**config.mk**
```make
export PLATFORM = sky130hd
export DESIGN_NAME = fan_pwm_gen
export DESIGN_NICKNAME = d
export VERILOG_FILES = /design/src/rtl/fan_pwm_pkg.sv /design/src/rtl/fan_cfg_reg.sv /design/src/rtl/fan_tick_sel.sv /design/src/rtl/fan_pwm_core.sv /design/src/rtl/fan_pwm_gen.sv
export SDC_FILE = /design/constraint.sdc
export NUM_CORES = 1
export LEC_CHECK = 0
export ABC_AREA = 1
export BUFFER_PORTS_ARGS = -buffer_cell sky130_fd_sc_hd__buf_2
export CAP_MARGIN = 20
export CORE_ASPECT_RATIO = 1.4
export CORE_MARGIN = 10
export CORE_UTILIZATION = 35
export CTS_BUF_LIST = sky130_fd_sc_hd__clkbuf_4
export DETAILED_ROUTE_END_ITERATION = 16
export GPL_TIMING_DRIVEN = 0
export PLACE_DENSITY = 0.55
export SETUP_SLACK_MARGIN = 0.5
export SLEW_MARGIN = 20
export SYNTH_ARGS = -nofsm -noshare
export SYNTH_HDL_FRONTEND = slang
export SYNTH_SLANG_ARGS = --single-unit
```
**constraint.sdc**
```tcl
create_clock -name clk_i -period 7.2 [get_ports clk_i]
set_input_delay 2.16 -clock clk_i [delete_from_list [all_inputs] [get_ports clk_i]]
set_output_delay 2.16 -clock clk_i [all_outputs]
set_load 0.03 [all_outputs]
```
**src/rtl/fan_pwm_pkg.sv**
```systemverilog
package fan_pwm_pkg;
    localparam int unsigned DUTY_W = 6;
    localparam int unsigned REG_W  = 8;
    localparam int unsigned IVL_W  = 12;

    // bit 7: step source select, bits 6:1: duty, bit 0: force high
    typedef struct packed {
        logic              clk_sel;
        logic [DUTY_W-1:0] duty;
        logic              force_hi;
    } fan_cfg_t;
endpackage

```
**src/rtl/fan_cfg_reg.sv**
```systemverilog
module fan_cfg_reg
    import fan_pwm_pkg::*;
(
    input  logic             clk_i,
    input  logic             rst_ni,
    input  logic             wr_en_i,
    input  logic [REG_W-1:0] wr_data_i,
    output fan_cfg_t         cfg_o,
    output logic [REG_W-1:0] rd_data_o
);
    typedef struct packed {
        fan_cfg_t cfg;
    } cfg_st_t;

    cfg_st_t st_d, st_q;

    always_comb begin
        st_d = st_q;
        if (wr_en_i) begin
            st_d.cfg = fan_cfg_t'(wr_data_i);
        end
    end

    always_ff @(posedge clk_i or negedge rst_ni) begin
        if (!rst_ni) begin
            st_q <= '0;
        end else begin
            st_q <= st_d;
        end
    end

    assign cfg_o     = st_q.cfg;
    assign rd_data_o = REG_W'(st_q.cfg);
endmodule

```
**src/rtl/fan_tick_sel.sv**
```systemverilog
module fan_tick_sel #(
    parameter int unsigned IVL_W = 12
) (
    input  logic clk_i,
    input  logic rst_ni,
    input  logic tick_a_i,
    input  logic tick_b_i,
    input  logic sel_i,
    input  logic dbl_i,
    output logic step_en_o
);
    typedef struct packed {
        logic [IVL_W-1:0] cnt;   // cycles since last selected tick
        logic [IVL_W-1:0] per;   // last full interval
        logic             seen;  // at least one tick since restart
        logic             sel;   // selection the measurement belongs to
    } tsel_st_t;

    tsel_st_t st_d, st_q;
    logic     tick;
    logic     mid;

    always_comb begin
        tick  = sel_i ? tick_b_i : tick_a_i;
        mid   = 1'b0;
        st_d  = st_q;
        st_d.sel = sel_i;
        if (sel_i != st_q.sel) begin
            st_d.cnt  = '0;
            st_d.per  = '0;
            st_d.seen = 1'b0;
        end else begin
            if (tick) begin
                st_d.cnt  = IVL_W'(1);
                st_d.seen = 1'b1;
                if (st_q.seen) begin
                    st_d.per = st_q.cnt;
                end
            end else if (st_q.cnt != '1) begin
                st_d.cnt = st_q.cnt + 1'b1;
            end
            mid = dbl_i && st_q.seen && !tick &&
                  (st_q.per >= IVL_W'(2)) &&
                  (st_q.cnt == (st_q.per >> 1));
        end
        step_en_o = tick | mid;
    end

    always_ff @(posedge clk_i or negedge rst_ni) begin
        if (!rst_ni) begin
            st_q <= '0;
        end else begin
            st_q <= st_d;
        end
    end
endmodule

```
**src/rtl/fan_pwm_core.sv**
```systemverilog
module fan_pwm_core
    import fan_pwm_pkg::*;
(
    input  logic              clk_i,
    input  logic              rst_ni,
    input  logic              step_en_i,
    input  logic              force_hi_i,
    input  logic [DUTY_W-1:0] duty_i,
    output logic              fan_o,
    output logic [DUTY_W-1:0] step_o,
    output logic [DUTY_W-1:0] duty_act_o
);
    typedef struct packed {
        logic [DUTY_W-1:0] step;
        logic [DUTY_W-1:0] duty;
        logic              fan;
    } core_st_t;

    core_st_t st_d, st_q;

    always_comb begin
        st_d = st_q;
        if (step_en_i) begin
            st_d.step = st_q.step + 1'b1;
            if (st_q.step == '1) begin
                st_d.duty = duty_i;
            end
        end
        st_d.fan = force_hi_i | (st_d.step < st_d.duty);
    end

    always_ff @(posedge clk_i or negedge rst_ni) begin
        if (!rst_ni) begin
            st_q <= '0;
        end else begin
            st_q <= st_d;
        end
    end

    assign fan_o      = st_q.fan;
    assign step_o     = st_q.step;
    assign duty_act_o = st_q.duty;
endmodule

```
**src/rtl/fan_pwm_gen.sv**
```systemverilog
module fan_pwm_gen
    import fan_pwm_pkg::*;
(
    input  logic       clk_i,
    input  logic       rst_ni,
    input  logic       wr_en_i,
    input  logic [7:0] wr_data_i,
    output logic [7:0] rd_data_o,
    input  logic       tick_a_i,
    input  logic       tick_b_i,
    input  logic       dbl_i,
    output logic       fan_o
);
    fan_cfg_t          cfg;
    logic              step_en;
    logic [DUTY_W-1:0] step_cnt;
    logic [DUTY_W-1:0] duty_act;

    fan_cfg_reg i_cfg (
        .clk_i     (clk_i),
        .rst_ni    (rst_ni),
        .wr_en_i   (wr_en_i),
        .wr_data_i (wr_data_i),
        .cfg_o     (cfg),
        .rd_data_o (rd_data_o)
    );

    fan_tick_sel #(.IVL_W(IVL_W)) i_tick (
        .clk_i     (clk_i),
        .rst_ni    (rst_ni),
        .tick_a_i  (tick_a_i),
        .tick_b_i  (tick_b_i),
        .sel_i     (cfg.clk_sel),
        .dbl_i     (dbl_i),
        .step_en_o (step_en)
    );

    fan_pwm_core i_core (
        .clk_i      (clk_i),
        .rst_ni     (rst_ni),
        .step_en_i  (step_en),
        .force_hi_i (cfg.force_hi),
        .duty_i     (cfg.duty),
        .fan_o      (fan_o),
        .step_o     (step_cnt),
        .duty_act_o (duty_act)
    );
endmodule

```
==> run metrics, run 1 <==
register area 1151 µm²; TritonCTS clock tree yes; area of the die 10,550 µm²; routing usage on met2 18.84%; DRC 0; Net Sw Frac 34.75%; worst setup path class in2reg; Final Cell Area 2694 µm²; met3 Use GR 2.425%; ANT cells 0; Flop pwr share 48.0%; Fillers 699; vias after detailed routing 1,931; Final period util 54.77%; Hold WC Path Type reg2reg; H-Tree Depth 2; Worst VDD drop 0.1092 mV; Post-Syn Area 2381 µm²; Post-Place Worst Slack 2.803 ns; Final min period 3.943 ns; Worst R2R Path Depth 19; post-route clock skew 0.01642 ns; PD cells 239.8 nW/µm²; postcts setup bufs 0; Via density 4.676; syn nets 312; routed len/inst 12.76 µm; setup TNS 0 ns; PortBufs 22; Worst Hold Depth 0; Sw Pwr 0.0002245 W; share of layout cells above drive strength 1 16.51%; Die Y 117.6 µm; Cell variety after synth 31; Non-Filler Instances 413; commonest non-fill, non-tap cell in the layout nand2_1; most frequent cells in the layout nand2_1 (69), inv_1 (49), dfrtp_1 (46), nor2_1 (23), buf_2 (21); post_cts resized 0; placed cells 405; worst-margin pin slew 0.6083 ns; Rel. slew slack 59.44%; ANT nets after route 0; CP arrival 4.28 ns; register area share after synthesis 48.34%; largest net degree at the start of global routing 47; global route hottest layer met2; 1st-iter DRT viols 85; final setup vio count 0; Clock Power Share 26.6%; Final WS setup 3.257 ns; CP max FO 10; WP data required 7.53 ns; DIE WIDTH 89.71 µm; max-cap viol count 0; Yosys reg bits 46; met1 global-route usage 11.23%; internal power 0.0004215 W; first-pass GRT wire length 9232 µm; combinational power share 25.4%; initial antenna violation count 0; Slew Viols, Final 0; multi-input logic area 998.5 µm²; # clock sinks 46; Syn Area/Cell 8.182 µm²; status complete, no violations; Final #Nets 341; Initial Util 36.01%; First-pass DRT Iterations 4; Syn Inst Count 291; Skew-Pair Late Insertion Delay 0.37 ns; hold violation count in the final report 0; Core Region 6613 µm²; Post-DP HPWL 4005 µm; clock root cell clkbuf_4; Ys Warns 0; RSZ-0062 raised after global routing no; FP Rows 35; Area growth syn-to-layout 13.14%; final WL 5270 µm; vias in the first global route 2,029; Worst setup EP type flop; Pleak 1.276 nW; I/O Pins 23; grt ovf 0; cell area after placement 2606 µm²; CTS buffer count 5; GRT Util Overall 10.42%; gpl congestion 0.8342; Clock transition at path regs 0.16 ns; CP startpoint kind input port; maximum clock path buffer count 2; Max Fclk 253.6 MHz; Hold Buf Count CTS 0
==> cells by family (layout without fill, tap and decap cells) <==
group                      count (synthesis)  in the layout  synth area share [%]
AOI/OAI and AO/OA                         45             45                 11.35
adders and majority gates                  7              7                 3.678
DFF                                       46             46                 48.34
and+or+nand+nor                          126            126                 23.86
xor gates and xnor gates                   7              7                 2.575
muxes                                      1              1                0.4729
buffers and inverters                     59             89                 9.722
==> final cells by class <==
class / instances / area share (%)
flip-flops and latches: 46 / 42.73
multi-input cells: 186 / 37.06
inverters: 55 / 7.757
well taps: 92 / 4.273
repair buffers: 22 / 4.180
clock inverters: 3 / 1.765
clock buffers: 5 / 1.393
plain buffers: 4 / 0.8360
==> sequential cells by signal, indices dropped and copies added, names as in the netlist <==
signal,cells
i_cfg.cfg_o,8
i_core.duty_act_o,6
i_core.fan_o,1
i_core.step_o,6
i_tick.st_q,25
==> power groups by stage <==
stage          Sequential (W)  Combinational (W)  Clock (W)
6_report             0.000310           0.000164   0.000172
2_1_floorplan        0.000323           0.000110          0
3_3_place_gp         0.000315           0.000165          0
3_5_place_dp         0.000316           0.000168          0
5_1_grt              0.000315           0.000192   0.000188
4_1_cts              0.000311           0.000169   0.000179
==> path summary, 6_finish.rpt <==
check                                      from              end  slack (ns)
worst max-delay path                      dbl_i     i_core.fan_o        3.26
worst min-delay path             i_cfg.cfg_o[7]   i_tick.st_q[0]        0.49
worst max register to register  i_tick.st_q[16]     i_core.fan_o        4.53
worst min register to register   i_cfg.cfg_o[7]   i_tick.st_q[0]        0.49
max in group asynchronous                rst_ni  i_tick.st_q[23]        5.01
min in group asynchronous                rst_ni  i_tick.st_q[16]        1.77
==> cells in the mapped netlist <==
| cell type | n | share of area [%] |
|---|---|---|
| a31oi_1 | 1 | 0.26 |
| inv_1 | 49 | 7.7 |
| nor3_1 | 8 | 1.7 |
| o21ai_2 | 4 | 1.5 |
| ha_1 | 7 | 3.7 |
| nor2_1 | 23 | 3.6 |
| mux2_2 | 1 | 0.47 |
| nand3_4 | 1 | 0.74 |
| inv_4 | 1 | 0.26 |
| inv_2 | 5 | 0.79 |
| xor2_1 | 6 | 2.2 |
| a21oi_2 | 1 | 0.37 |
| o22ai_1 | 10 | 2.6 |
| nor2_2 | 3 | 0.79 |
| o31ai_1 | 1 | 0.32 |
| o21ai_0 | 20 | 4.2 |
| nand2_2 | 2 | 0.53 |
| nand2_4 | 1 | 0.47 |
| nand3_1 | 12 | 2.5 |
| nand4_1 | 4 | 1.1 |
| clkbuf_1 | 2 | 0.32 |
| a211oi_1 | 3 | 0.95 |
| buf_4 | 2 | 0.63 |
| nand2_1 | 69 | 11 |
| nand3b_1 | 1 | 0.32 |
| dfrtp_1 | 46 | 48 |
| nor2_8 | 1 | 0.84 |
| xnor2_1 | 1 | 0.37 |
| o211ai_1 | 1 | 0.32 |
| a21oi_1 | 4 | 0.84 |
| nand3_2 | 1 | 0.42 |
==> routing by layer <==
metal  vias to the layer above  wire [µm]  share of wire, %
met5                         -          0                 0
met4                         0         92               1.7
met3                         9        155               2.9
met2                        28       2817                53
met1                       905       2205                42
li1                        989          -                 -
==> stage by stage <==
stage / hold slack [ns] / total power (W) / util, %
2_1_floorplan: 0.4317 / 0.0004334 / -
3_3_place_gp: 0.4570 / 0.0004798 / 39.41
3_5_place_dp: 0.4597 / 0.0004837 / 39.41
4_1_cts: 0.4960 / 0.0006589 / 40.70
5_1_grt: 0.5137 / 0.0006950 / 40.74
6_report: 0.4905 / 0.0006459 / 40.74
==> critical path: stages <==
cell	delay, ns
buf_2	0.09
nand3_1	0.08
nor2_2	0.11
nand2_1	0.07
nor2_1	0.11
nand3_2	0.14
nand2_4	0.13
inv_4	0.06
nor2_8	0.09
nand3_4	0.15
o21ai_2	0.17
inv_1	0.07
ha_1	0.30
a21oi_1	0.13
nor2_1	0.05
a211oi_1	0.19
nand2_1	0.11
nand2_1	0.06
No activity file was read; power rests on OpenSTA's default activity.
==> run 2: changes to the inputs <==
- PLACE_DENSITY: 0.55 -> 0.57
- clock period: 7.2 -> 3.3 ns (I/O delays scaled with it)
==> run metrics, run 2 (synthesis gave the netlist of run 1 again) <==
CP startpoint kind input port; setup TNS 0 ns (unchanged); Net Sw Frac 34.58% (-0.17 points); Post-DP HPWL 3900 µm (-2.6%); vias in the first global route 2,039 (+0.49%); worst setup path class in2reg; CTS buffer count 5 (unchanged); initial antenna violation count 0 (unchanged); Fillers 658 (-5.9%); hold violation count in the final report 0 (unchanged); PD cells 524.9 nW/µm² (+120%); ANT nets after route 0 (unchanged); max-cap viol count 0 (unchanged); vias after detailed routing 1,946 (+0.78%); Hold Path End i_tick.st_q[0]; First-pass DRT Iterations 5 (+1); Clock transition at path regs 0.14 ns (-0.02 ns); Via density 4.579 (-2.1%); gpl congestion 0.8456 (+1.4%); Rel. slew slack 60.14% (+0.70 points); DIE WIDTH 89.71 µm (unchanged); worst-margin pin slew 0.5979 ns (-0.01049 ns); Pleak 1.330 nW (+4.3%); FP Rows 35 (unchanged); largest net degree at the start of global routing 47 (unchanged); TritonCTS clock tree yes; Area growth syn-to-layout 19.55%; CP max FO 6 (-4); Hold WC Path Type reg2reg; PortBufs 22 (unchanged); Final #Nets 353 (+3.5%); CP arrival 3.02 ns (-1.26 ns); Top reg by flops i_tick.st_q; Die Y 117.6 µm (unchanged); HP Start i_cfg.cfg_o[7]; Final Hold Slack 0.4520 ns (-0.03847 ns); final setup vio count 0 (unchanged); Clock Power Share 24.0% (-2.6 points); Worst setup EP type flop; grt ovf 0 (unchanged); RSZ-0062 raised after global routing yes; r2r endpoint i_core.fan_o; internal power 0.0009775 W (+130%); ANT cells 0 (unchanged); Worst R2R Path Depth 19 (unchanged); Hold Buf Count CTS 0 (unchanged); clock root cell clkbuf_4; Worst Hold Depth 0 (unchanged); Finished Core Util 43.05% (+2.3 points); # clock sinks 46 (unchanged); Core Region 6613 µm² (unchanged); status complete, no violations; reg2reg start i_tick.st_q[22]; max reg flops 25 (unchanged); final WL 5424 µm (+2.9%); DRC 0 (unchanged); Post-Place Worst Slack 0.08720 ns (-2.716 ns); Max Fclk 369.3 MHz; reg2reg setup slack 0.68 ns (-3.85 ns); maximum clock path buffer count 2 (unchanged); Initial Util 36.01% (unchanged); Slew Viols, Final 0 (unchanged); I/O Pins 23 (unchanged); commonest non-fill, non-tap cell in the layout nand2_1; WP data required 3.61 ns (-3.92 ns); share of layout cells above drive strength 1 22.82% (+6.3 points); most frequent cells in the layout nand2_1 (68), inv_1 (48), dfrtp_1 (44), nor2_1 (22); combinational power share 30.2% (+4.8 points); Final period util 82.06%; GRT Util Overall 10.33% (-0.092 points); Final WS setup 0.5919 ns (-2.665 ns); Final min period 2.708 ns; 1st-iter DRT viols 77 (-9.4%); Flop pwr share 45.8% (-2.2 points); first-pass GRT wire length 9170 µm (-0.67%); Sw Pwr 0.0005167 W (+130%); Skew-Pair Late Insertion Delay 0.38 ns (about the same); post-route clock skew 0.02613 ns (+0.009711 ns); H-Tree Depth 2 (unchanged); routed len/inst 12.76 µm (about the same); Worst VDD drop 0.3663 mV (+240%); area of the die 10,550 µm² (unchanged)
-- run 2: timing repair --
item / 4_1_cts / 5_1_grt
endpoints found under the setup margin: 1 / 1
cloned: 0 / 1
pin swaps: 0 / 15
setup buffers: 1 / 10
hold endpoints to repair: 0 / 0
gates resized for setup: 0 / 13
-- run 2: power by group through the flow --
| stage | Sequential (W) | Clock (W) | Combinational, W |
|---|---|---|---|
| after floorplan | 0.000705 | 0 | 0.000241 |
| final | 0.000684 | 0.000359 | 0.000451 |
| after CTS | 0.000677 | 0.000374 | 0.000367 |
| after detailed placement | 0.000689 | 0 | 0.000365 |
| after global placement | 0.000686 | 0 | 0.000358 |
| after global routing | 0.000697 | 0.000396 | 0.000512 |
-- run 2: metal layers --
metal  up-vias  part of all wire, %  track usage (%)
met2        26                   55            18.25
met5         -                    0                0
met4         0                  1.7            4.767
li1       1005                    -                -
met1       905                   40            11.08
met3        10                  3.0            2.744
-- run 2: layout make-up --
| type | instances | area, µm² | share of cell area, % |
|---|---|---|---|
| sequential | 46 | 1154 | 40.53 |
| multi-input combinational | 187 | 1062 | 37.32 |
| inverter | 55 | 209.0 | 7.341 |
| timing repair buffer | 33 | 201.4 | 7.077 |
| tap | 92 | 115.1 | 4.044 |
| clock buffer | 6 | 45.04 | 1.582 |
| clock inverter | 2 | 37.54 | 1.319 |
| buffer | 4 | 22.52 | 0.7912 |
-- run 2: worst max path at each step --
stage	startpoint	end	depth (start not counted)
2_1_floorplan	dbl_i	i_core.fan_o	17
3_3_place_gp	dbl_i	i_core.fan_o	18
3_5_place_dp	dbl_i	i_core.fan_o	18
4_1_cts	dbl_i	i_core.fan_o	18
5_1_grt	i_tick.st_q[22]	i_core.fan_o	18
6_report	dbl_i	i_core.fan_o	18
-- run 2: worst max-delay path, stage by stage --
cell and delay, ns:
buf_6 0.07, nand3_2 0.07, nor2_2 0.08, nand2_1 0.06, nor2_1 0.12, nand3_2 0.13, nand2_4 0.13, inv_4 0.05
nor2_8 0.13, nand3_4 0.13, o21ai_2 0.19, inv_2 0.06, ha_4 0.23, a21oi_4 0.14, nor2_2 0.05, a211oi_2 0.20
nand2_1 0.10, nand2_1 0.07
-- run 2: per-stage QoR --
step | power, W | cells | instance area [µm²]
final | 0.001494 | 425 | 2846
after global routing | 0.001605 | 425 | 2846
after CTS | 0.001418 | 414 | 2696
after detailed placement | 0.001053 | 405 | 2606
after global placement | 0.001044 | 405 | 2606
after floorplan | 0.0009456 | 291 | 2381
==> run 3: changes to the inputs <==
- clock period: 3.3 -> 2.3 ns (I/O delays scaled with it)
==> run metrics, run 3 (synthesis gave the netlist of run 1 again) <==
Clock transition at path regs 0.15 ns (about the same); vias in the first global route 2,155 (+5.7%); clock root cell clkbuf_4; vias after detailed routing 2,043 (+5.0%); Final min period 2.452 ns; Final #Nets 367 (+4.0%); Rel. slew slack 54.92% (-5.2 points); initial antenna violation count 0 (unchanged); Fillers 631 (-4.1%); failing checks negative setup slack; Final WS setup -0.1522 ns (-0.7442 ns); First-pass DRT Iterations 5 (unchanged); GRT Util Overall 10.98% (+0.66 points); CP Cell Sequence inv_1, nand3_2, nor2_2, nand2_1, nor2_1, nand3_2, nand2_4, inv_4, nor2_8, nand3_4, buf_12, nor2_4, a21oi_2, ha_2, a21oi_2, nor2_2, a211oi_2, nand2_1, nand2_1; Area growth syn-to-layout 29.85%; CTS buffer count 5 (unchanged); maximum clock path buffer count 2 (unchanged); Final Cell Area 3092 µm² (+8.6%); Die Y 117.6 µm (unchanged); I/O Pins 23 (unchanged); RSZ-0062 raised after global routing yes; PortBufs 22 (unchanged); most frequent cells in the layout nand2_1 (63), dfrtp_1 (44), inv_1 (39), buf_4 (24); hold violation count in the final report 0 (unchanged); Top cell by count, worst path nand2_1; Net Sw Frac 34.60% (about the same); Hold WC Path Type in2async; first-pass GRT wire length 9777 µm (+6.6%); CP max stage cell dfrtp_1; Initial Util 36.01% (unchanged); WP data required 2.62 ns (-0.99 ns); area of the die 10,550 µm² (unchanged); TritonCTS clock tree yes; Via density 4.654 (+1.6%); worst setup path class reg2reg; Worst setup EP type flop; Core Region 6613 µm² (unchanged); CP max FO 7 (+1); Final period util 106.6%; cell area after placement 2611 µm² (+0.19%); DIE WIDTH 89.71 µm (unchanged); PD cells 701.3 nW/µm² (+34%); commonest non-fill, non-tap cell in the layout nand2_1; FP Rows 35 (unchanged); Post-DP HPWL 3992 µm (+2.4%); Clock Power Share 23.7% (-0.3 points); Max Fclk 407.8 MHz; DRC 0 (unchanged); max reg flops 25 (unchanged); combinational power share 31.2% (+1.0 points); Sw Pwr 0.0007501 W (+45%); max-cap viol count 0 (unchanged); Final Hold Slack 0.3021 ns (-0.1499 ns); final setup vio count 1 (+1); # clock sinks 46 (unchanged); Skew-Pair Late Insertion Delay 0.37 ns (about the same); ANT nets after route 0 (unchanged); gpl congestion 0.8442 (-0.17%); largest net degree at the start of global routing 47 (unchanged); 1st-iter DRT viols 69 (-10%); H-Tree Depth 2 (unchanged); final WL 5730 µm (+5.6%); CP startpoint kind flop; share of layout cells above drive strength 1 34.29% (+11 points); Top reg by flops i_tick.st_q; Slew Viols, Final 0 (unchanged); ANT cells 0 (unchanged); Flop pwr share 45.1% (-0.7 points); grt ovf 0 (unchanged); routed len/inst 13.05 µm (+2.3%); worst-margin pin slew 0.6710 ns (+0.07312 ns); Worst path max stage delay 0.38 ns (+0.15 ns); internal power 0.001418 W (+45%); CP arrival 2.77 ns (-0.25 ns); Worst VDD drop 0.3760 mV (+2.6%); Pleak 1.432 nW (+7.6%); post-route clock skew 0.01480 ns (-0.01133 ns); status complete, but fails checks; Overall Power 0.002168 W (+45%)
==> run 3: cell types whose count changed in the layout (fill, tap and decap cells not counted), sizes merged <==
cell / delta
inv: +1
clkinvlp: -1
nand3: -1
clkbuf: -1
clkinv: +1
buf: +15
==> run 3: cell type report <==
cell class | count | area (µm²) | area share, %
clock inverters | 3 | 43.79 | 1.416
clock buffers | 5 | 37.54 | 1.214
well taps | 92 | 115.1 | 3.723
flip-flops and latches | 46 | 1154 | 37.31
inverters | 55 | 209.0 | 6.758
plain buffers | 4 | 27.53 | 0.8903
repair buffers | 48 | 352.8 | 11.41
multi-input cells | 186 | 1152 | 37.27
==> run 3: path summary, 6_finish.rpt <==
check,cells after the start,to,slack [ns],start
max,19,i_core.fan_o,-0.15,i_tick.st_q[25]
min,1,i_tick.st_q[4],0.30,rst_ni
max reg2reg,19,i_core.fan_o,-0.15,i_tick.st_q[25]
min reg2reg,0,i_tick.st_q[0],0.47,i_cfg.cfg_o[7]
max in group asynchronous,1,i_cfg.cfg_o[7],1.55,rst_ni
min in group clk_i,0,i_tick.st_q[0],0.47,i_cfg.cfg_o[7]
==> run 3: layer usage <==
| metal | GRT usage, % | share of wire, % | up-vias | routed length [µm] |
|---|---|---|---|---|
| met5 | 0 | 0 | - | 0 |
| met4 | 4.158 | 1.6 | 0 | 94 |
| met3 | 2.489 | 3.1 | 8 | 180 |
| met2 | 20.70 | 56 | 30 | 3218 |
| met1 | 11.30 | 39 | 970 | 2237 |
| li1 | - | - | 1035 | - |
==> run 3: power by group through the flow <==
stage	Clock (W)	Sequential, W	Combinational, W
3_3_place_gp	0	0.000984	0.000515
2_1_floorplan	0	0.00101	0.000346
3_5_place_dp	0	0.000990	0.000522
4_1_cts	0.000531	0.000974	0.000615
5_1_grt	0.000567	0.000991	0.000772
6_report	0.000514	0.000979	0.000676
==> run 3: per-stage QoR <==
stage	setup TNS [ns]	setup slack, ns	instances	util [%]
2_1_floorplan	-0.1732	-0.1732	291	-
3_3_place_gp	-0.5796	-0.5796	405	39.49
3_5_place_dp	-0.6056	-0.6056	405	39.49
4_1_cts	-0.1520	-0.1520	427	43.94
5_1_grt	-0.3639	-0.3639	439	46.76
6_report	-0.1522	-0.1522	439	46.76
==> run 3: timing repair <==
item                       4_1_cts  5_1_grt
buffers inserted                14       12
hold buffers                     0        0
setup endpoints to repair       17       32
resized for setup               22       35
cloned                           0        0
pin swaps                       12       11
==> run 3: critical path, delay by kind of cell, from the launching register on <==
kind | cells | cell delay [ns]
AND/OR/NAND/NOR | 12 | 1.12
flip-flops | 1 | 0.38
buffers and inverters | 3 | 0.38
AO/OA/AOI/OAI | 3 | 0.35
adder cells (fa/ha/maj) | 1 | 0.17
